File: config.mk
export PLATFORM = sky130hd
export DESIGN_NAME = burst_seq
export DESIGN_NICKNAME = d
export VERILOG_FILES = /design/src/rtl/burst_seq.sv
export SDC_FILE = /design/constraint.sdc
export NUM_CORES = 1
export LEC_CHECK = 0
export BUFFER_PORTS_ARGS = -buffer_cell sky130_fd_sc_hd__buf_4
export CAP_MARGIN = 20
export CORE_AREA = 3 3 40 42
export DETAILED_ROUTE_END_ITERATION = 10
export DIE_AREA = 0 0 43 45
export GPL_ROUTABILITY_DRIVEN = 0
export PLACE_DENSITY = 0.62
export SLEW_MARGIN = 20
export SYNTH_ARGS = -nofsm -noshare
export SYNTH_HDL_FRONTEND = slang
export SYNTH_SLANG_ARGS = --single-unit
export TNS_END_PERCENT = 50
File: constraint.sdc
create_clock -name clk -period 1.27 [get_ports clk]
set_input_delay 0.254 -clock clk [delete_from_list [all_inputs] [get_ports clk]]
set_output_delay 0.254 -clock clk [all_outputs]
set_load 0.01 [all_outputs]
File: src/rtl/burst_seq.sv
module burst_seq #(
  parameter int HI_W = 15
) (
  input  logic            clk,
  input  logic            rst_n,
  input  logic            strobe_cpu,
  input  logic            strobe_ctl,
  input  logic            advance,
  input  logic            interleave,
  input  logic [1:0]      start_lo,
  input  logic [HI_W-1:0] addr_hi_in,
  output logic [1:0]      burst_lo,
  output logic [HI_W-1:0] addr_hi_out,
  output logic [1:0]      beat,
  output logic            last_beat
);

  logic [1:0] start_q;
  logic [1:0] beat_q;
  wire        load = strobe_cpu | strobe_ctl;

  always_ff @(posedge clk) begin
    if (!rst_n) begin
      start_q <= 2'd0;
      beat_q  <= 2'd0;
    end else if (load) begin
      start_q <= start_lo;
      beat_q  <= 2'd0;
    end else if (advance) begin
      beat_q  <= beat_q + 2'd1;
    end
  end

  assign burst_lo    = interleave ? (start_q ^ beat_q) : (start_q + beat_q);
  assign beat        = beat_q;
  assign last_beat   = &beat_q;
  assign addr_hi_out = addr_hi_in;

endmodule


# Yosys cells after proc, flatten, opt, wreduce, memory -nomap -nowiden

Index checks and enable logic that the tools add are counted.

Logic and storage cells: 10
Bits in registers: 4
Output and inout port bits: 20
Bits of input ports: 23

Muxes and demuxes: 1
Bitwise logic cells: 3
$add $sub $neg: 2
Reductions and logical operators: 2

Operators by type and width:

| cell                  | number |
|---|---|
| $add A2 B1 Y2 const B | 1 |
| $add A2 B2 Y2         | 1 |
| $mux W2               | 1 |
| $reduce_and A2 Y1     | 1 |
| $reduce_or A2 Y1      | 1 |
| $xor A2 B2 Y2         | 1 |
| $not A1 Y1            | 1 |
| $or A1 B1 Y1          | 1 |

# Depth between registers and ports, before layout

Word-level depth: 2
Depth in mapped cells: 3
Mapped depth without buffers: 3

# Worst setup path before layout

Ideal clock, no wire load.

Path kind: reg-to-output
Start: register beat_q[0] (netlist: beat[0])
End: output port burst_lo[1]
Setup slack: 0.112 ns
Buffers on the path: 0
Cell stages (with the launch flop): 4
Data required time: 1.016 ns
Arrival time: 0.904 ns
Cells stage by stage: dfxtp_1 -> ha_1 -> nor2b_1 -> xnor2_1

Word-level cells in the longest chain between the ends: 2

RTL lines:

| element                | line | RTL |
|---|---|---|
| start, declared        | 19   | `logic [1:0] beat_q;` |
| start signal, assigned | 30   | `beat_q <= beat_q + 2'd1;` |
| $add A2 B2 Y2          | 34   | `assign burst_lo = interleave ? (start_q ^ beat_q) : (start_q + beat_q);` |
| $mux W2                | 34   |  |
| end, declared          | 12   | `output logic [1:0] burst_lo,` |

No other way between the ends.

# Worst setup path in the final report

Start: register start_q[0]
End: output port burst_lo[1]

Word-level cells in the longest chain between the ends: 2

RTL lines:

| element                | line | RTL |
|---|---|---|
| start, declared        | 18   | `logic [1:0] start_q;` |
| start signal, assigned | 27   | `start_q <= start_lo;` |
| $add A2 B2 Y2          | 34   |  |
| $mux W2                | 34   |  |

No other way between the ends.

==> results.cfg <==
[finish]
seqCellArea_sq_um = 83.8
insertedDiodeCount = 0
nFillCells = 136
finish.cell_count_without_fillers = 50
syn_to_final_growth_pct = 22.3
final_layout_size_suffix_gt1_share_pct = 68.6
multiInputGateArea_sq_um = 165
total_number_of_nets_in_the_final_design = 62

[power]
totalPowerFinal_uw = 364
p_clk_share_pct = 45.4
p_int_uw = 277
power_frac_comb_pct = 16.8
p_switching_uw = 87.3
irDropWorstVdd_uv = 451
power.leakage_nw = 0.164
switching_share_of_total_power_pct = 24.0
cellPowerDensity_nw_per_um2 = 930
seq_power_share_pct = 37.7

[grt]
grt_max_degree = 7
number_of_antenna_violations_at_the_first_check_in_global_routing = 0
all_layer_global_routing_usage_pct = 7.33
grt_pass1_wl_um = 952
number_of_global_route_vias_before_repair = 208
overflow = 0

[cts]
tritoncts_num_sinks = 4
cts.htree.levels = 1
cts-buffers-inserted = 3
worst_skew_pair_later_pin_latency_ps = 240
tritoncts = yes
clock_slew_at_the_register_clock_pins_of_the_worst_setup_and_hold_paths_ps = 40
cts.path.max_buffers = 2
cts.root.buffer_cell = sky130_fd_sc_hd__clkbuf_4

[critical_path]
total_stage_count_of_the_critical_path = 4
crit_path_max_incr_delay_ps = 330
crit-reg2reg-capture = beat[1]
timing.critical_path.arrival_ps = 1100
cp-endpoint = burst_lo[1]
cp_slowest_cell = sky130_fd_sc_hd__dfxtp_2
timing.critical_path.to_type = output port
reg2reg_setup_slack_ps = 100
crit_start = start_q[0]
critical_path_class = reg2out
worstReg2RegStart = beat[0]
worstPathBufferInverterCount = 1
cp_data_required_time_ps = 1020
rr_worst_depth = 4
timing.critical_path.from_type = register
critPathTopFamily = flip-flops
crit_path_cell_trace = ha_4 > nor2b_4 > xnor2_2 > buf_4
critical_path.max_fanout = 2

[placed_design]
place_hpwl_um = 414
dp_worst_setup_slack_ps = 75.9
dp_cells = 46
place.port_buffers = 12

[floorplanning]
num_rows = 13
floorplan.die.width_um = 43
core_region_area_sq_um = 1280
die_h_um = 45
die_area_sq_um = 1940
initial_utilization_pct = 24.9
ioPinCount = 43

[route]
wirelength_um = 665
remaining_drc_errors = 0
routed-via-count = 227
vias_per_cell = 4.54
wire_per_inst_um = 13.3
detailedRoute.firstIterationViolations = 11
drt.antenna.violating_nets = 0
drt_pre_antenna_iters = 5

[logic_synthesis]
synthesized_netlist_net_count = 59
synthesis.yosys.warnings = 0
syn_avg_cell_area_sq_um = 9.42
ys_types = 10
synth-seq-cells = 4
synth_area_sq_um = 320
synth-seq-area-share_pct = 25.0
netlist_instances = 34

[status]
status = finished, violations left
violations = setup timing

[timing]
rsz0062_at_grt = yes
report.final.slew_viol_count = 0
max_clock_freq_mhz = 737
slew_headroom_pct = 84.2
layout_setup_ws_ps = -86.7
finalCritPeriodShare_pct = 107
final-hold-violation-count = 0
fin_worst_skew_ps = 0.0340
finish_stage_setup_viols = 1
final.min_clock_period_ps = 1360
worst_pin_slew_ps = 234

[min_path]
hold_class = in2reg

[flow_run]
max_cap_viol_count = 0
per-layer routing:
metal | global-route usage [%] | vias up | share of wire, %
li1 | - | 103 | -
met1 | 8.43 | 105 | 42
met2 | 6.59 | 17 | 43
met5 | 0 | - | 0
met3 | 6.77 | 2 | 14
met4 | 8.43 | 0 | 0.75
cells in the final DEF (no fill, tap or decap), types with 2 or more instances in the layout:
master,synthesis,layout
sky130_fd_sc_hd__buf_4,15,12
sky130_fd_sc_hd__dfxtp_2,0,3
sky130_fd_sc_hd__clkbuf_4,0,3
sky130_fd_sc_hd__xnor2_2,0,2
sky130_fd_sc_hd__or3b_1,2,2
sky130_fd_sc_hd__o21ai_0,2,2
sky130_fd_sc_hd__a21boi_1,2,2
sky130_fd_sc_hd__nor4b_1,2,2
cells in the mapped netlist (all sizes together):
cell,n,area share [%]
ha,2,7.8
buf,15,35
a21boi,2,4.7
or3b,2,5.5
mux2i,1,3.1
nor2b,1,2.0
o21ai,2,3.1
nor4b,2,5.5
xnor2,3,8.2
dfxtp,4,25
kinds of logic (layout without fill, tap and decap cells):
| kind of cell | Yosys count | count (layout) | synth area share [%] |
|---|---|---|---|
| buffers and inverters | 15 | 16 | 35.2 |
| and+or+nand+nor | 5 | 5 | 12.9 |
| AOI/OAI and AO/OA | 4 | 4 | 7.81 |
| DFF | 4 | 4 | 25.0 |
| xor gates and xnor gates | 3 | 3 | 8.20 |
| adders and majority gates | 2 | 2 | 7.81 |
| muxes | 1 | 1 | 3.13 |
worst min-delay path by stage:
stage | startpoint | end | cells after the start | slack [ps]
after detailed placement | strobe_ctl | beat[0] | 2 | 460
after global placement | strobe_ctl | beat[1] | 2 | 470
after CTS | strobe_ctl | beat[0] | 2 | 210
after floorplan | strobe_ctl | beat[0] | 1 | 330
final | strobe_ctl | beat[0] | 2 | 220
after global routing | strobe_ctl | beat[0] | 2 | 210
metrics by stage:
| step | cell area (sq um) | setup TNS, ps | hold slack [ps] | util, % |
|---|---|---|---|---|
| after floorplan | 320 | 0 | 330 | - |
| after global placement | 317 | 0 | 466 | 24.6 |
| after detailed placement | 317 | 0 | 465 | 24.6 |
| after CTS | 363 | -97.0 | 209 | 28.2 |
| after global routing | 392 | -146 | 209 | 30.5 |
| final | 392 | -86.7 | 218 | 30.5 |
power groups by stage:
stage | logic (mW) | registers, mW | clock network (mW)
finish | 0.0613 | 0.137 | 0.165
global route | 0.0671 | 0.138 | 0.179
CTS | 0.0564 | 0.135 | 0.170
detailed placement | 0.0526 | 0.137 | 0
global placement | 0.0526 | 0.137 | 0
floorplan | 0.0688 | 0.137 | 0
worst reg2reg max path: cells and delay by family (launching register included):
family,cells,cell delay (ps)
buf+inv,1,140
simple gates,1,230
flops,1,330
mux,1,60
fa+ha+maj,1,300
state kept, by name, summed over array words and instances, names as in the netlist:
signal,count
beat,2
start_q,2
what timing repair did:
action | CTS | global route
endpoints found under the setup margin | 2 | 2
setup buffers | 1 | 0
hold buffers | 0 | 0
gates resized for setup | 6 | 5
pin swaps | 1 | 1
cell type report:
class	instances	area share [%]
Sequential cell	4	21.4
Tap cell	15	4.79
Timing Repair Buffer	13	25.9
Clock buffer	3	5.75
Multi-Input combinational cell	15	42.2
Note: power is estimated with default switching activity, not from simulation.
